`config.mk`:
```
export PLATFORM = sky130hd
export DESIGN_NAME = cpu_clk_seq
export DESIGN_NICKNAME = d
export VERILOG_FILES = /design/src/rtl/cpu_clk_seq.sv
export SDC_FILE = /design/constraint.sdc
export NUM_CORES = 1
export LEC_CHECK = 0
export BUFFER_PORTS_ARGS = -buffer_cell sky130_fd_sc_hd__buf_4
export CAP_MARGIN = 10
export CORE_AREA = 2 2 231 233
export CTS_BUF_LIST = sky130_fd_sc_hd__clkbuf_8
export DETAILED_ROUTE_END_ITERATION = 12
export DIE_AREA = 0 0 233 235
export GPL_TIMING_DRIVEN = 1
export PLACE_DENSITY = 0.74
export SYNTH_ARGS = -nofsm -noshare
export SYNTH_HDL_FRONTEND = slang
export SYNTH_SLANG_ARGS = --single-unit
```
`constraint.sdc`:
```
create_clock -name clk -period 24.6 [get_ports clk]
set_input_delay 6.15 -clock clk [delete_from_list [all_inputs] [get_ports clk]]
set_output_delay 6.15 -clock clk [all_outputs]
set_load 0.05 [all_outputs]
```
`src/rtl/cpu_clk_seq.sv`:
```
module cpu_clk_seq #(
  parameter int RATE_W      = 32,
  parameter int WORD_W      = 32,
  parameter int TIMEOUT_CYC = 2_000_000,
  parameter bit HAS_DIV1    = 1'b1,
  parameter bit DBG_EN      = 1'b1,
  parameter int DBG_LSB     = 16
) (
  input  logic              clk,
  input  logic              rst_n,
  input  logic              req_valid,
  input  logic              req_post,
  input  logic [RATE_W-1:0] old_rate,
  input  logic [RATE_W-1:0] new_rate,
  input  logic [RATE_W-1:0] alt_rate,
  input  logic [WORD_W-1:0] tgt_div0,
  input  logic [WORD_W-1:0] tgt_div1,
  input  logic              mon_src_alt,
  output logic              busy,
  output logic              ack,
  output logic              wr_en,
  output logic [1:0]        wr_sel,
  output logic [WORD_W-1:0] wr_data,
  input  logic [2:0]        mux_stat,
  input  logic [WORD_W-1:0] div0_stat,
  input  logic [WORD_W-1:0] div1_stat,
  output logic              err_timeout,
  output logic              warn_div
);
  localparam int CNT_W = $clog2(TIMEOUT_CYC + 1);
  localparam logic [CNT_W-1:0] CNT_LOAD = CNT_W'(TIMEOUT_CYC - 1);
  localparam logic [WORD_W-1:0] SAFE_FLD = WORD_W'(7);
  localparam logic [WORD_W-1:0] DBG_FLD  = DBG_EN ? (WORD_W'(7) << DBG_LSB) : '0;
  localparam logic [WORD_W-1:0] SAFE_MSK = SAFE_FLD | DBG_FLD;
  localparam logic [WORD_W-1:0] KEEP1    = WORD_W'(8'h77);
  localparam int PW = RATE_W + 4;

  typedef enum logic [3:0] {
    S_IDLE, S_PLAN, S_SAFE_W, S_SAFE_P, S_ALT_W, S_ALT_P, S_D0_W, S_D0_P,
    S_D1_W, S_D1_P, S_PLL_W, S_PLL_P, S_CLR_W, S_CLR_P, S_DONE
  } st_t;

  st_t               state;
  logic [RATE_W-1:0] old_q, new_q, alt_q;
  logic [WORD_W-1:0] t0_q, t1_q, sh0, sh1;
  logic              mon_q;
  logic [CNT_W-1:0]  cnt;
  logic              err_q, warn_q;

  logic [RATE_W-1:0] min_rate;
  logic [3:0]        over_cnt;
  logic              use_safe;
  logic [2:0]        sd;
  logic [WORD_W-1:0] safe_val, d1_val;
  logic              poll_ok;
  st_t               poll_next;

  assign min_rate = (old_q < new_q) ? old_q : new_q;
  assign use_safe = (alt_q > old_q) || (old_q > new_q);

  always_comb begin
    over_cnt = '0;
    for (int k = 1; k <= 8; k++)
      if (({4'b0, min_rate} * PW'(k)) < {4'b0, alt_q})
        over_cnt = over_cnt + 4'd1;
  end

  assign sd       = over_cnt[3] ? 3'd7 : over_cnt[2:0];
  assign safe_val = use_safe ? (WORD_W'(sd) | DBG_FLD) : '0;
  assign d1_val   = mon_q ? ((t1_q & ~KEEP1) | (sh1 & KEEP1)) : t1_q;

  assign busy        = (state != S_IDLE);
  assign ack         = (state == S_DONE);
  assign err_timeout = err_q;
  assign warn_div    = warn_q;

  always_comb begin
    wr_en   = 1'b1;
    wr_sel  = 2'd1;
    wr_data = '0;
    case (state)
      S_SAFE_W: wr_data = (sh0 & ~SAFE_MSK) | (safe_val & SAFE_MSK);
      S_ALT_W:  begin wr_sel = 2'd0; wr_data = WORD_W'(1); end
      S_D0_W:   wr_data = t0_q | safe_val;
      S_D1_W:   begin wr_sel = 2'd2; wr_data = d1_val; end
      S_PLL_W:  wr_sel = 2'd0;
      S_CLR_W:  wr_data = (sh0 & ~SAFE_MSK) | (t0_q & DBG_FLD);
      default:  begin wr_en = 1'b0; wr_sel = 2'd0; end
    endcase
  end

  always_comb begin
    poll_ok   = 1'b0;
    poll_next = S_DONE;
    case (state)
      S_SAFE_P: begin poll_ok = (div0_stat & SAFE_MSK) == '0; poll_next = S_ALT_W; end
      S_ALT_P:  begin poll_ok = (mux_stat == 3'd2); poll_next = S_D0_W; end
      S_D0_P:   begin poll_ok = (div0_stat == '0); poll_next = HAS_DIV1 ? S_D1_W : S_DONE; end
      S_D1_P:   poll_ok = (div1_stat == '0);
      S_PLL_P:  begin poll_ok = (mux_stat == 3'd1); poll_next = S_CLR_W; end
      S_CLR_P:  poll_ok = (div0_stat & SAFE_MSK) == '0;
      default:  ;
    endcase
  end

  always_ff @(posedge clk) begin
    if (!rst_n) begin
      state  <= S_IDLE;
      old_q  <= '0;
      new_q  <= '0;
      alt_q  <= '0;
      t0_q   <= '0;
      t1_q   <= '0;
      mon_q  <= 1'b0;
      sh0    <= '0;
      sh1    <= '0;
      cnt    <= '0;
      err_q  <= 1'b0;
      warn_q <= 1'b0;
    end else begin
      if (wr_en && wr_sel == 2'd1) sh0 <= wr_data;
      if (wr_en && wr_sel == 2'd2) sh1 <= wr_data;
      case (state)
        S_IDLE: if (req_valid) begin
          old_q  <= old_rate;
          new_q  <= new_rate;
          alt_q  <= alt_rate;
          t0_q   <= tgt_div0;
          t1_q   <= tgt_div1;
          mon_q  <= mon_src_alt;
          err_q  <= 1'b0;
          warn_q <= 1'b0;
          state  <= req_post ? S_PLL_W : S_PLAN;
        end
        S_PLAN: begin
          warn_q <= use_safe && over_cnt[3];
          state  <= use_safe ? S_SAFE_W : S_ALT_W;
        end
        S_SAFE_W, S_ALT_W, S_D0_W, S_D1_W, S_PLL_W, S_CLR_W: begin
          cnt   <= CNT_LOAD;
          state <= st_t'(state + 4'd1);
        end
        S_SAFE_P, S_ALT_P, S_D0_P, S_D1_P, S_PLL_P, S_CLR_P: begin
          if (poll_ok || cnt == '0) begin
            if (!poll_ok) err_q <= 1'b1;
            state <= poll_next;
          end else begin
            cnt <= cnt - 1'b1;
          end
        end
        default: state <= S_IDLE;
      endcase
    end
  end
endmodule


```
Word level (Yosys, flattened, before mapping)
Cells that the tools add are included.
{"block": "totals", "ff_bits": 227, "inputBits": 232, "wordCells": 114}
{"block": "classes", "add_sub_neg": 9, "n_mul": 4, "order_cmp": 11, "eq_ne": 22, "n_mux": 29, "bitwise": 4, "n_reduce_logical": 23}
{"op": "case mux 32 bit (5 select lines)", "n": 1}
{"op": "< comparator 35 x 32 -> 1 bit", "n": 4}
{"op": "zero test 32 bit", "n": 3}
{"op": "bitwise OR 32 x 19 -> 32 bit", "n": 3}
{"op": "multiplier 32 x 3 -> 35 bit (second input constant)", "n": 2}
{"op": "< comparator 34 x 32 -> 1 bit", "n": 2}
{"op": "multiplier 32 x 2 -> 34 bit (second input constant)", "n": 2}
{"op": "greater-than comparator 32 bit", "n": 2}
{"op": "< comparator 32 bit", "n": 2}
{"op": "two-way mux 32 bit", "n": 2}
{"op": "case mux 21 bit (2 select lines)", "n": 1}
{"op": "two-way mux 4 bit", "n": 10}
{"op": "< comparator 33 x 32 -> 1 bit", "n": 1}
{"op": "adder 4 x 1 -> 4 bit (second input constant)", "n": 8}
{"op": "bitwise OR 32 x 7 -> 32 bit", "n": 1}
{"op": "case mux 4 bit (4 select lines)", "n": 2}
{"op": "equality test 4 bit (second input constant)", "n": 7}
{"op": "zero test 21 bit", "n": 1}
{"op": "two-way mux 21 bit", "n": 1}
{"op": "subtractor 21 x 1 -> 21 bit (second input constant)", "n": 1}
{"op": "two-way mux 19 bit", "n": 1}
{"op": "equality test 4 x 3 -> 1 bit (second input constant)", "n": 4}
{"op": "OR reduction 6 bit", "n": 2}
{"op": "equality test 4 x 2 -> 1 bit (second input constant)", "n": 2}
{"op": "other kinds (20)", "n": 37}

Longest topological paths before layout
Gate-level depths: netlist (run 1).
{"block": "depth", "depth_word": 22, "mapped_depth": 53, "ltp_nobuf": 51}

Worst setup path after synthesis (run 1)
No wires, ideal clock.
{"block": "synth_timing", "kind": "reg-to-output", "from": "register new_q[5]", "to": "output wr_data[2]", "arrival_time_ns": 11.149, "setup_slack_ns": 7.301, "path_stages_with_launch": 48, "path_buffers": 2, "path_cell_list": "dfxtp_1 > inv_1 > ha_1 > a21oi_1 > o21ai_0 > a221o_1 > o31a_1 > nor2_1 > clkbuf_1 > buf_1 > o21ai_0 > ha_1 > fa_1 > a21o_1 > a221o_1 > a31oi_1 > a21oi_1 > nor2_1 > (+12 left out) > nand2_1 > xnor2_1 > ha_1 > a32oi_1 > o211ai_1 > ha_1 > mux2_2 > ha_1 > nand2b_1 > o211ai_1 > inv_1 > ha_1 > nand2_1 > xnor3_1 > nor4b_4 > or2b_1 > and3_1 > nor3_1"}
{"block": "synth_via", "elab_chain_cells": 22}
{"item": "start, declared", "line_no": "44", "text": "logic [RATE_W-1:0] old_q, new_q, alt_q;"}
{"item": "start signal, assigned", "line_no": "126", "text": "new_q <= new_rate;"}
{"item": "branches (longest 19 deep; another with multiplier 32 x 2 -> 34 bit)"}
{"item": "two-way mux 19 bit *", "line_no": "69", "text": "assign safe_val = use_safe ? (WORD_W'(sd) | DBG_FLD) : '0;"}
{"item": "bitwise OR 32 x 19 -> 32 bit (on tied branches)", "line_no": "84, 82"}
{"item": "case mux 32 bit (5 select lines) *", "line_no": "81", "text": "case (state)"}
{"item": "end, declared", "line_no": "23", "text": "output logic [WORD_W-1:0] wr_data,"}
Every way passes the cells marked *.

Worst setup path after layout (run 1)
{"block": "layout_timing", "from": "register new_q[14]", "to": "output wr_data[2]"}
Same word-level chain as after synthesis.

==> summary.txt, run 1 <==
Timing
  • Slew headroom: ~33%
  • Max-slew violation count: 0
  • Final worst-path cycle share: 76.16%
  • Maximum operating frequency: between 50 and 60 MHz
  • RSZ-0062 raised after global routing: false
  • Final setup viols: 0
  • Setup TNS Final: 0 ns
  • Final hold vios: 0
  • Clock Skews: between 0.02 and 0.025 ns
  • Worst slew pin tran: 1.001 ns
  • Worst setup slack after layout: between 5 and 6 ns
  • Tmin final: between 15 and 20 ns

Worst hold path
  • Hold Startpoint: new_q[27]
  • Cell count of the worst hold path: 2
  • Worst hold path type: register to register
  • Hold endpoint: new_q[27]

Floorplanning
  • Row count: 84
  • Full die area: 54760 um^2
  • Die W: approximately 230 um
  • Initial core utilization: between 40% and 50%
  • I/O pins: 271
  • Core Region: about 52000 um^2
  • Chip Height: 235 um

Global route
  • Met1 Track Usage GR: 30.46%
  • Initial antenna violation count: 3
  • Number of global-route vias before repair: around 22000
  • Met2 GRT Util: between 40% and 50%
  • Overflow after GRT: 0
  • GRT Overall Usage: between 20% and 30%
  • First-pass GRT wire length: ~110 mm
  • Largest net degree at the start of global routing: roughly 140
  • M3 GR Usage: between 3 and 4%
  • GR peak layer: met2

Drt
  • Vias: 22430
  • Routed WL per cell: 18.31 um
  • Via density per instance: roughly 5.8
  • DRT iter0 DRCs: 1534
  • # DRC: 0
  • Detailed Routing Iterations Pass 1: 9
  • ANT nets after route: 0
  • Routed WL: 71.18 mm

Finish
  • Area Overhead vs Synth: 14.57%
  • Leading cell type in the layout, fill and taps excluded: nand2_1
  • Final Cell Area: between 20000 and 30000 um^2
  • Filler cells: approximately 5000
  • Layout cell share with drive strength beyond 1: a little under an eighth
  • FF/Latch Area: 4404 um^2
  • Combined area of the multi-input logic cells: between 15000 and 20000 um^2
  • Final Util: 51.28%
  • Most frequent cells in the layout: nand2_1, ha_1, buf_4, inv_1, dfxtp_1
  • Nets: between 3000 and 4000

Critical path
  • Slowest CP cell: nor4_1
  • FF-to-FF path depth: 49
  • Crit. End Element: output port
  • Most frequent cell on the critical path: ha_1
  • Reg2reg end: warn_div
  • WP data required: about 18 ns
  • CP max stage delay: between 0.6 and 0.7 ns
  • RR Startpoint: new_q[14]
  • FF-to-FF setup slack: 12.56 ns
  • Largest fanout on the critical path: 60
  • Setup CP Type: register to output port
  • Worst EP arrival: around 13 ns
  • Critical path startpoint category: register

Clocking
  • # hold bufs at CTS: 0
  • CTS tree: yes
  • Num Clock Sinks: 220
  • Post-CTS setup buffer count: 0
  • # H-tree levels: 2
  • Clock Latency Late Sink: approximately 0.54 ns
  • Clock transition at path regs: 0.06 ns
  • Maximum buffer depth of the clock tree: 3
  • CTS buffer count: 35
  • CTS root buffer: clkbuf_8
  • Post-CTS Resized: 0

Place
  • Post-DP Area: ~26000 um^2
  • Worst slack, placed: approximately 6.5 ns
  • Post-DP HPWL: ~56 mm
  • Number of port buffers: 270
  • Gpl congestion: 0.9490

Synthesis
  • Post-Syn Instances: ~2900
  • Largest family of logic cells by synthesized area: adder cells
  • Synth warnings: 0
  • Distinct cells, synth: 88
  • Synth Register Bits: between 200 and 250
  • Mapped cell area: 23380 um^2
  • Compound-cell area share of the yosys netlist: approximately a quarter
  • Fraction of the mapped netlist area in adder cells: a little over a quarter
  • Post-synthesis xor/xnor area fraction: 3.826%
  • Main synth FF type: dfxtp_1
  • Post-synth ARST share: 0%
  • Seq/Total Area, Yosys: a little under a fifth
  • Syn Nets: about 3700
  • Avg Cell Area, Syn: 7.953 um^2
  • Simple-Gate Fraction of Synth Area: 19.07%
  • Mux cell area share after synthesis: 0.7385%
  • EDFF count, synth: 0

Job
  • Max-cap check violation count: 0

Run status
  • Status: completed
cell usage after synthesis, types with 30 or more instances:
master / n / share of area, %
nand2_1: 457 / 7.3
ha_1: 444 / 24
dfxtp_1: 220 / 19
inv_1: 217 / 3.5
a21boi_0: 187 / 6.0
a21oi_1: 170 / 3.6
nor2_1: 149 / 2.4
o21ai_0: 134 / 2.9
a21o_1: 112 / 3.6
clkbuf_1: 86 / 1.4
xnor2_1: 72 / 2.7
nand4_1: 60 / 1.6
nand3_1: 46 / 0.98
nor2b_1: 39 / 1.0
nor3_1: 39 / 0.83
o21a_1: 38 / 1.2
fa_1: 34 / 2.9
nand2b_1: 32 / 0.86
nor4_1: 30 / 0.80
o211a_1: 30 / 1.3
metrics by stage:
step,instances,hold WS [ns]
after floorplan,2940,0.4430
after detailed placement,3824,0.4578
final,3887,0.4644
after global routing,3887,0.4847
after CTS,3885,0.4664
after global placement,3824,0.4526
registers in the layout (all words and copies together) (netlist names):
name	count
sh1	6
t0_q	32
cnt	21
state	4
warn_div	1
old_q	32
err_timeout	1
sh0	26
t1_q	32
new_q	32
alt_q	32
mon_q	1
cell type report:
type,count,share of cell area [%]
sequential,220,16.44
multi-input combinational,2411,66.61
tap,688,3.213
timing repair buffer,287,8.057
clock inverter,15,0.2382
inverter,218,3.055
antenna,2,0.01868
clock buffer,46,2.363
metal layers:
layer / share of wire (%) / vias to the layer above / wire [um]
li1: - / 11110 / -
met3: 5.5 / 142 / 3944
met2: 49 / 683 / 34760
met1: 41 / 10490 / 29270
met4: 4.5 / 2 / 3189
met5: 0.015 / - / 11
cells by family (layout without fill, tap and decap cells):
| kind of cell | Yosys count | count (layout) |
|---|---|---|
| xor gates and xnor gates | 99 | 99 |
| and+or+nand+nor | 950 | 950 |
| DFF | 220 | 220 |
| muxes | 17 | 17 |
| other | 0 | 2 |
| AOI/OAI and AO/OA | 867 | 867 |
| buffers and inverters | 309 | 566 |
| adders and majority gates | 478 | 478 |
worst max-delay path by stage:
stage	startpoint	endpoint	slack [ns]	depth (start not counted)
after global routing	new_q[14]	wr_data[2]	4.84	52
after detailed placement	new_q[14]	wr_data[2]	6.52	50
final	new_q[14]	wr_data[2]	5.86	50
after global placement	new_q[14]	wr_data[2]	6.71	49
after floorplan	new_q[5]	wr_data[2]	7.30	47
after CTS	new_q[14]	wr_data[2]	5.91	51
worst max-delay path: cells and delay by family (launching register included):
family	cells	cell delay (ns)
compound gates	17	4.11
xor+xnor	3	0.67
fa+ha+maj	7	2.10
buf+inv	4	0.67
flops	1	0.33
mux	1	0.28
simple gates	18	3.84
Power of run 1 is left out: the tool's default activity adds up to more than one toggle a clock period on the data nets, which glitch-free logic cannot reach.
==> run 2: changes to the inputs <==
Clock period 24.6 ns to 17.5 ns, I/O delays scaled along.
==> summary.txt, run 2 (synthesis gave the netlist of run 1 again) <==
Global route
  • Initial antenna violation count: 2
  • GRT Overall Usage: 25.52%
  • Overflow after GRT: 0
  • Number of global-route vias before repair: roughly 22000
  • First-pass GRT wire length: around 110 mm
  • Largest net degree at the start of global routing: about 140

Floorplanning
  • Full die area: around 55000 um^2
  • Initial core utilization: between 40% and 50%
  • Die W: roughly 230 um
  • Chip Height: between 200 and 250 um
  • Core Region: about 52000 um^2
  • Row count: between 80 and 90
  • I/O pins: 271

Clocking
  • CTS tree: yes
  • # H-tree levels: 2
  • Maximum buffer depth of the clock tree: 3
  • CTS buffer count: 34
  • Clock Latency Late Sink: 0.56 ns
  • CTS root buffer: clkbuf_8
  • Num Clock Sinks: 220
  • Clock transition at path regs: ~0.07 ns

Critical path
  • Slowest CP cell: nor4_1
  • Critical path startpoint category: register
  • Cell family with most CP delay: compound AO/OA/AOI/OAI gates
  • Worst EP arrival: between 10 and 15 ns
  • CP Buf/Inv Count: 5
  • CP max stage delay: just under 0.7 ns
  • Largest fanout on the critical path: 40
  • Crit. End Element: output port
  • Setup CP Type: register to output port
  • WP data required: 13.12 ns
  • Most frequent cell on the critical path: ha_1

Finish
  • Layout cell share with drive strength beyond 1: between 10% and 20%
  • Leading cell type in the layout, fill and taps excluded: nand2_1
  • Nets: between 3000 and 4000
  • Most frequent cells in the layout: nand2_1, ha_1, buf_4, inv_1, dfxtp_1
  • Filler cells: ~5000
  • Area Overhead vs Synth: 14.69%

Timing
  • Final setup viols: 0
  • Slew headroom: between 20% and 30%
  • Maximum operating frequency: 59.92 MHz
  • Worst slew pin tran: 1.064 ns
  • Final hold vios: 0
  • Max-slew violation count: 0
  • Setup TNS Final: 0 ns
  • Final worst-path cycle share: around 95%
  • Tmin final: roughly 17 ns
  • RSZ-0062 raised after global routing: false
  • Clock Skews: just over 0.04 ns

Drt
  • Detailed Routing Iterations Pass 1: 7
  • Routed WL: slightly above 70 mm
  • DRT iter0 DRCs: about 1500
  • # DRC: 0
  • Vias: around 22000
  • Via density per instance: between 5 and 6
  • ANT nets after route: 0
  • Routed WL per cell: between 15 and 20 um

Place
  • Number of port buffers: between 200 and 300
  • Post-DP HPWL: roughly 57 mm
  • Gpl congestion: around 0.93

Worst hold path
  • Worst hold path type: register to register

Job
  • Max-cap check violation count: 0

Run status
  • Status: completed
-- run 2: final timing paths --
| kind | from | end | slack, ns | cells past startpoint |
|---|---|---|---|---|
| hold / removal | new_q[24] | new_q[24] | 0.46 | 2 |
| hold reg to reg | new_q[24] | new_q[24] | 0.46 | 2 |
| setup reg to reg | new_q[14] | warn_div | 5.78 | 47 |
| setup / recovery | new_q[14] | wr_data[2] | 0.81 | 50 |
-- run 2: stage by stage --
stage | cells | hold slack (ns) | util [%] | worst slack, ns | instance area, um^2
after global routing | 3887 | 0.4844 | 51.34 | 0.03713 | 26820
after global placement | 3824 | 0.4525 | 49.94 | 1.459 | 26090
after detailed placement | 3824 | 0.4588 | 49.94 | 1.392 | 26090
final | 3887 | 0.4641 | 51.34 | 0.8120 | 26820
after floorplan | 2940 | 0.4430 | - | 1.976 | 23380
after CTS | 3885 | 0.4678 | 51.32 | 0.7607 | 26810
-- run 2: routing by layer --
| layer | vias to the layer above | part of all wire (%) | global-route usage [%] |
|---|---|---|---|
| met3 | 164 | 5.9 | 3.604 |
| met1 | 10440 | 41 | 30.12 |
| li1 | 11120 | - | - |
| met2 | 737 | 49 | 45.37 |
| met4 | 0 | 4.8 | 11.52 |
| met5 | - | 0 | 0 |
-- run 2: cell type report --
| cell class | count | area, um^2 | share of cell area (%) |
|---|---|---|---|
| multi-input cells | 2411 | 17850 | 66.57 |
| flip-flops and latches | 220 | 4404 | 16.42 |
| repair buffers | 287 | 2158 | 8.048 |
| well taps | 688 | 860.8 | 3.210 |
| inverters | 218 | 818.3 | 3.051 |
| clock buffers | 47 | 646.9 | 2.412 |
| clock inverters | 14 | 72.57 | 0.2706 |
| diodes | 2 | 5.005 | 0.01866 |
-- run 2: what timing repair did --
item	in CTS	in global routing
setup endpoints to repair	0	3
hold endpoints to repair	0	0
hold buffers	0	0
gates resized for setup	0	1
buffers inserted	0	0
-- run 2: tightest hold or removal path, delay by kind of cell, from the launching register on --
kind	cells	cell delay, ns
AOI/OAI and AO/OA	1	0.06
and+or+nand+nor	1	0.04
DFF	1	0.31
Power of run 2 is left out for the same reason.
